$ cat src/rtl/bkpt_pkg.sv
package bkpt_pkg;
  localparam int NCH    = 2;
  localparam int ADDR_W = 16;
  localparam int PAGE_W = 6;
  localparam int DW     = 8;
  localparam int OFS_W  = 4;
  localparam int HI_CMP = ADDR_W - 8 - 2; // high bits compared when a page is selected

  typedef enum logic [1:0] {
    CMP_FULL = 2'd0,
    CMP_HIGH = 2'd1,
    CMP_PAGE = 2'd2
  } cmp_mode_t;

  typedef struct packed {
    logic          mbh;
    logic          mbl;
    logic          rwe;
    logic          rwv;
    logic [DW-1:0] page;
    logic [DW-1:0] hi;
    logic [DW-1:0] lo;
  } chan_cfg_t;

  // Control byte fields for channel c: mask pair at [7-2c:6-2c], rw pair at [3-2c:2-2c]
  function automatic logic [3:0] ctl_slice(input logic [DW-1:0] ctl, input int c);
    return {ctl[7-2*c], ctl[6-2*c], ctl[3-2*c], ctl[2-2*c]};
  endfunction

  function automatic cmp_mode_t decode_mode(input logic mbh, input logic mbl);
    if (!mbl)     return CMP_FULL;  // covers the forced-full case mbh=1, mbl=0
    else if (!mbh) return CMP_HIGH;
    else          return CMP_PAGE;
  endfunction

  function automatic logic addr_match(input cmp_mode_t md, input chan_cfg_t cf,
                                      input logic ps, input logic [ADDR_W-1:0] a,
                                      input logic [PAGE_W-1:0] pg);
    logic pg_ok, hi_ok, lo_ok;
    pg_ok = (pg == cf.page[PAGE_W-1:0]);
    hi_ok = ps ? (a[HI_CMP+7:8] == cf.hi[HI_CMP-1:0]) : (a[ADDR_W-1:8] == cf.hi);
    lo_ok = (a[7:0] == cf.lo);
    case (md)
      CMP_FULL: return (ps ? pg_ok : 1'b1) && hi_ok && lo_ok;
      CMP_HIGH: return (ps ? pg_ok : 1'b1) && hi_ok;
      CMP_PAGE: return ps && pg_ok;
      default:  return 1'b0;
    endcase
  endfunction
endpackage

$ cat src/rtl/bkpt_regs.sv
module bkpt_regs
  import bkpt_pkg::*;
#(
  parameter int N_CH = NCH
) (
  input  logic                 clk,
  input  logic                 rst_n,
  input  logic                 we,
  input  logic [OFS_W-1:0]     ofs,
  input  logic [DW-1:0]        wdata,
  output logic [DW-1:0]        rdata,
  output logic [DW-1:0]        ctrl,
  output logic [N_CH-1:0][DW-1:0] page,
  output logic [N_CH-1:0][DW-1:0] hi,
  output logic [N_CH-1:0][DW-1:0] lo
);
  localparam int CTRL_OFS = 0;
  localparam int CH_SPAN  = 3;

  logic ctrl_wr;
  assign ctrl_wr = we && (ofs == OFS_W'(CTRL_OFS));

  always_ff @(posedge clk or negedge rst_n) begin
    if (!rst_n) ctrl <= '0;
    else if (ctrl_wr) ctrl <= wdata;
  end

  for (genvar c = 0; c < N_CH; c++) begin : g_ch
    localparam int BASE = 1 + CH_SPAN * c;
    always_ff @(posedge clk or negedge rst_n) begin
      if (!rst_n) begin
        page[c] <= '0;
        hi[c]   <= '0;
        lo[c]   <= '0;
      end else if (we) begin
        if (ofs == OFS_W'(BASE))     page[c] <= wdata;
        if (ofs == OFS_W'(BASE + 1)) hi[c]   <= wdata;
        if (ofs == OFS_W'(BASE + 2)) lo[c]   <= wdata;
      end
    end
  end

  always_comb begin
    rdata = '0;
    if (ofs == OFS_W'(CTRL_OFS)) rdata = ctrl;
    for (int c = 0; c < N_CH; c++) begin
      if (ofs == OFS_W'(1 + CH_SPAN * c)) rdata = page[c];
      if (ofs == OFS_W'(2 + CH_SPAN * c)) rdata = hi[c];
      if (ofs == OFS_W'(3 + CH_SPAN * c)) rdata = lo[c];
    end
  end


  ctrl_write_lands_chk: assert property (@(posedge clk) disable iff (!rst_n)
    $past(ctrl_wr) |-> (ctrl == $past(wdata)));
endmodule

$ cat src/rtl/bkpt_chan.sv
module bkpt_chan
  import bkpt_pkg::*;
(
  input  logic              clk,
  input  logic              rst_n,
  input  chan_cfg_t         cfg,
  input  logic              bus_vld,
  input  logic [ADDR_W-1:0] bus_addr,
  input  logic [PAGE_W-1:0] bus_page,
  input  logic              bus_pg_sel,
  input  logic              bus_rw,
  output logic              trig
);
  cmp_mode_t mode;
  logic      addr_ok;
  logic      rw_ok;
  logic      hit;

  assign mode    = decode_mode(cfg.mbh, cfg.mbl);
  assign addr_ok = addr_match(mode, cfg, bus_pg_sel, bus_addr, bus_page);
  assign rw_ok   = !cfg.rwe || (bus_rw == cfg.rwv);
  assign hit     = bus_vld && addr_ok && rw_ok;

  always_ff @(posedge clk or negedge rst_n) begin
    if (!rst_n) trig <= 1'b0;
    else        trig <= hit;
  end


  trig_needs_valid_chk: assert property (@(posedge clk) disable iff (!rst_n)
    trig |-> $past(bus_vld));


  rw_agree_chk: assert property (@(posedge clk) disable iff (!rst_n)
    (trig && $past(cfg.rwe)) |-> ($past(bus_rw) == $past(cfg.rwv)));


  page_only_src_chk: assert property (@(posedge clk) disable iff (!rst_n)
    (trig && $past(cfg.mbh) && $past(cfg.mbl)) |->
      ($past(bus_pg_sel) && ($past(bus_page) == $past(cfg.page[PAGE_W-1:0]))));


  full16_addr_chk: assert property (@(posedge clk) disable iff (!rst_n)
    (trig && !$past(cfg.mbl) && !$past(bus_pg_sel)) |->
      ($past(bus_addr) == {$past(cfg.hi), $past(cfg.lo)}));
endmodule

$ cat src/rtl/addr_bkpt_cmp.sv
module addr_bkpt_cmp
  import bkpt_pkg::*;
(
  input  logic              clk,
  input  logic              rst_n,
  input  logic              reg_we,
  input  logic [OFS_W-1:0]  reg_ofs,
  input  logic [DW-1:0]     reg_wdata,
  output logic [DW-1:0]     reg_rdata,
  input  logic              bus_vld,
  input  logic [ADDR_W-1:0] bus_addr,
  input  logic [PAGE_W-1:0] bus_page,
  input  logic              bus_pg_sel,
  input  logic              bus_rw,
  output logic [NCH-1:0]    trig
);
  logic [DW-1:0]           ctrl;
  logic [NCH-1:0][DW-1:0]  page_r, hi_r, lo_r;

  bkpt_regs #(.N_CH(NCH)) u_regs (
    .clk   (clk),
    .rst_n (rst_n),
    .we    (reg_we),
    .ofs   (reg_ofs),
    .wdata (reg_wdata),
    .rdata (reg_rdata),
    .ctrl  (ctrl),
    .page  (page_r),
    .hi    (hi_r),
    .lo    (lo_r)
  );

  for (genvar c = 0; c < NCH; c++) begin : g_cmp
    chan_cfg_t  cfg;
    logic [3:0] fld;
    assign fld = ctl_slice(ctrl, c);
    assign cfg = '{mbh: fld[3], mbl: fld[2], rwe: fld[1], rwv: fld[0],
                   page: page_r[c], hi: hi_r[c], lo: lo_r[c]};

    bkpt_chan u_chan (
      .clk        (clk),
      .rst_n      (rst_n),
      .cfg        (cfg),
      .bus_vld    (bus_vld),
      .bus_addr   (bus_addr),
      .bus_page   (bus_page),
      .bus_pg_sel (bus_pg_sel),
      .bus_rw     (bus_rw),
      .trig       (trig[c])
    );
  end
endmodule

$ cat config.mk
export PLATFORM = sky130hd
export DESIGN_NAME = addr_bkpt_cmp
export DESIGN_NICKNAME = d
export VERILOG_FILES = /design/src/rtl/bkpt_pkg.sv /design/src/rtl/bkpt_regs.sv /design/src/rtl/bkpt_chan.sv /design/src/rtl/addr_bkpt_cmp.sv
export SDC_FILE = /design/constraint.sdc
export NUM_CORES = 1
export LEC_CHECK = 0
export ABC_AREA = 1
export CAP_MARGIN = 10
export CORE_MARGIN = 5
export CORE_UTILIZATION = 55
export CTS_CLUSTER_SIZE = 16
export DETAILED_ROUTE_END_ITERATION = 16
export PLACE_DENSITY = 0.83
export SYNTH_ARGS = -nofsm -noshare
export SYNTH_HDL_FRONTEND = slang
export SYNTH_SLANG_ARGS = --single-unit
export TNS_END_PERCENT = 1
$ cat constraint.sdc
create_clock -name clk -period 1.9 [get_ports clk]
set_input_delay 0.38 -clock clk [delete_from_list [all_inputs] [get_ports clk]]
set_output_delay 0.38 -clock clk [all_outputs]
set_load 0.005 [all_outputs]
==> results.py <==
metrics = {
    "synthesis": {
        "yosysTopAreaCell": "dfrtp_1",
        "syn_nets": 506,
        "synth_seq_cells": 58,
        "avgSynthCellArea_um2": 7.488,
        "syn-cell-area_mm2": 0.003490,
        "ys_top_cells_by_count": "nand2_1 (179), dfrtp_1 (58), inv_1 (51), o21ai_1 (38), nor2_1 (28)",
        "synth_most_common_cell": "nand2_1",
        "yosysTopAreaCellShare_pct": 41.59,
        "synth.area.top_cells": "dfrtp_1 (42%), nand2_1 (19%), inv_1 (5.5%), o21ai_1 (5.4%), o21ai_2 (4.5%)",
        "yosysUniqueCellTypes": 26,
        "ys_seq_area_share_pct": 41.59,
        "ys.flop_type": "dfrtp_1",
        "ys.warnings.count": 0,
        "synth_edf_count": 0,
        "synthCells": 466,
        "async_flop_share_pct": 100.0,
    },
    "worst_hold_path": {
        "min_path_type": "input port to async pin",
    },
    "finish": {
        "layout.nets": 592,
        "n_fill_cell": 476,
        "final_cell_area_mm2": 0.004469,
        "area_delta_synth_final_pct": 28.07,
        "diodes": 0,
        "drive_above_1_share_pct": 19.21,
    },
    "sta": {
        "min_period_ns": 1.917,
        "finalWorstSetupSlack_ns": -0.01742,
        "max_freq_ghz": 0.5215,
        "fin_skew_ns": 0.005073,
        "relSlewSlack_pct": 69.05,
        "report.final.hold_viol_count": 0,
        "rsz0062_at_grt": "true",
        "finalCritPeriodShare_pct": 100.9,
        "worstMarginPinSlew_ns": 0.4637,
        "finalSetupViolations": 1,
        "slew_violations": 0,
    },
    "floorplan": {
        "chipWidth_um": 89.66,
        "start_util_pct": 55.59,
        "die_h_um": 89.66,
        "rows": 29,
        "pin_count": 50,
        "dieArea_mm2": 0.008038,
        "coreArea_mm2": 0.006277,
    },
    "clock_network": {
        "clockBufferDepth": 2,
        "clock_sink_count": 58,
        "insertion_delay_ns": 0.34,
        "cts_buffers": 9,
        "cts.clk_slew.worst_paths_ns": 0.06,
        "cts_tree": "done",
        "cts-root-buf": "clkbuf_8",
        "h-tree-depth": 3,
    },
    "power": {
        "p_per_area_mw_per_mm2": 817.2,
        "total_power_mw": 3.652,
        "ir_worst_vdd_uv": 574.5,
        "power_leakage_nw": 2.218,
    },
    "placed_design": {
        "placed_area_mm2": 0.004140,
        "portBuffers": 49,
        "hpwl_um": 7203,
        "gp_congestion": 0.9370,
    },
    "run_status": {
        "status": "finished with violations",
        "violations": "negative setup slack",
    },
    "global_route": {
        "grt_pass1_wl_um": 16390,
        "overflow": 0,
        "antenna_found_initial": 0,
        "grt_usage_pct": 27.39,
        "grt_max_degree": 23,
        "grt_pass1_vias": 3398,
    },
    "route": {
        "vias_per_cell": 5.473,
        "via_count": 3470,
        "antenna_left": 0,
        "wl_per_cell_um": 15.96,
        "drc": 0,
        "dr.pass1.iters": 5,
        "routed_wl_um": 10120,
        "drtIter0Drc": 241,
    },
    "setup_path": {
        "max_stage_delay_ns": 0.33,
        "critPathKind": "input port to output port",
        "cpMostUsedCell": "buf_6",
        "worst_setup_path_end_kind": "output port",
        "crit_slowest_cell": "nor4_4",
        "cp.arrival_ns": 1.54,
        "critPathMaxFanout": 4,
        "r2r_slack_ns": 0.64,
        "worstSetupStartpointType": "input port",
        "path_cells": "buf_6 -> inv_4 -> buf_6 -> buf_6 -> nor4_4 -> buf_4 -> nand2_1 -> nand4_1 -> buf_2",
        "crit_required_ns": 1.52,
    },
    "flow_run": {
        "max_cap_viol_count": 0,
    },
}
## registers in the layout, indices dropped and copies added, names as in the netlist
signal,flops
g_cmp.u_chan.trig,2
u_regs.page,16
u_regs.lo,16
u_regs.ctrl,8
u_regs.hi,16
## cell usage in the layout (no fill, tap or decap), types with 3 or more instances in the layout
cell type	instances
nand2_4	3
o21ai_1	38
inv_1	51
buf_6	12
inv_4	3
xnor2_1	11
nand3_1	11
buf_12	3
o21ai_2	18
a21oi_1	3
or2_2	3
clkbuf_8	10
clkdlybuf4s50_1	36
nor3_4	3
o21ai_0	7
xor2_1	6
buf_2	12
clkbuf_1	3
dfrtp_1	58
nor4_4	3
buf_4	22
nand2_2	8
nand2_1	179
nor2_1	28
clkinv_2	3
nand4_1	14
## per-layer routing
metal	wire, um	part of all wire (%)	global-route usage [%]	up-vias
li1	-	-	-	1651
met1	3848	38	33.98	1639
met2	5183	51	46.74	149
met3	759	7.5	5.383	31
met4	324	3.2	11.23	0
met5	0	0	0	-
## worst max-delay path, delay by kind of cell
family | cells | cell delay, ns
AND/OR/NAND/NOR | 3 | 0.49
buffers and inverters | 6 | 0.66
## repair_timing
action	4_1_cts	5_1_grt
endpoints found under the hold margin	15	0
resized for setup	61	5
gates cloned	2	1
pin swaps	10	6
hold buffers	1	0
endpoints found under the setup margin	8	8
setup buffers	17	0
## kinds of logic after synthesis
family / Yosys count / share of synthesized area (%)
xor+xnor: 17 / 4.267
buf+inv: 67 / 8.784
compound gates: 68 / 11.83
flops: 58 / 41.59
simple gates: 256 / 33.52
## report_power, final
part | internal, mW | leakage (nW) | switching [mW]
Combinational | 0.434 | 1.39 | 0.485
Sequential | 1.48 | 0.739 | 0.277
Clock | 0.503 | 0.0872 | 0.474
Total | 2.42 | 2.22 | 1.24
## cell type report
cell class                      instances  area [um2]  share of cell area (%)
Clock inverter                          3       15.01                  0.3359
Timing Repair Buffer                   86       790.8                   17.69
Clock buffer                           13       148.9                   3.331
Inverter                               56       217.7                   4.871
Sequential cell                        58        1451                   32.47
Tap cell                               77       96.34                   2.156
Multi-Input combinational cell        341        1749                   39.14
## metrics by stage
| stage | worst slack [ns] | utilization [%] | std cells | TNS, ns | hold slack, ns |
|---|---|---|---|---|---|
| 2_1_floorplan | 0.3300 | - | 466 | 0 | 0.08441 |
| 3_3_place_gp | -0.7041 | 65.96 | 599 | -11.92 | 0.3533 |
| 3_5_place_dp | -0.7545 | 65.96 | 599 | -13.80 | 0.3445 |
| 4_1_cts | -0.02284 | 71.22 | 635 | -0.02388 | 0.4893 |
| 5_1_grt | -0.05189 | 71.20 | 634 | -0.2399 | 0.5363 |
| 6_report | -0.01742 | 71.20 | 634 | -0.01742 | 0.5177 |
## final timing paths
check	start	cells past startpoint	endpoint
min in group clk	u_regs.page[14]	2	u_regs.page[14]
max in group asynchronous	rst_n	3	u_regs.hi[14]
max	reg_ofs[2]	9	reg_rdata[4]
min	rst_n	2	u_regs.lo[2]
max reg2reg	u_regs.lo[3]	9	g_cmp[0].u_chan.trig
min reg2reg	u_regs.page[14]	2	u_regs.page[14]
(Power assumes the default switching activity.)
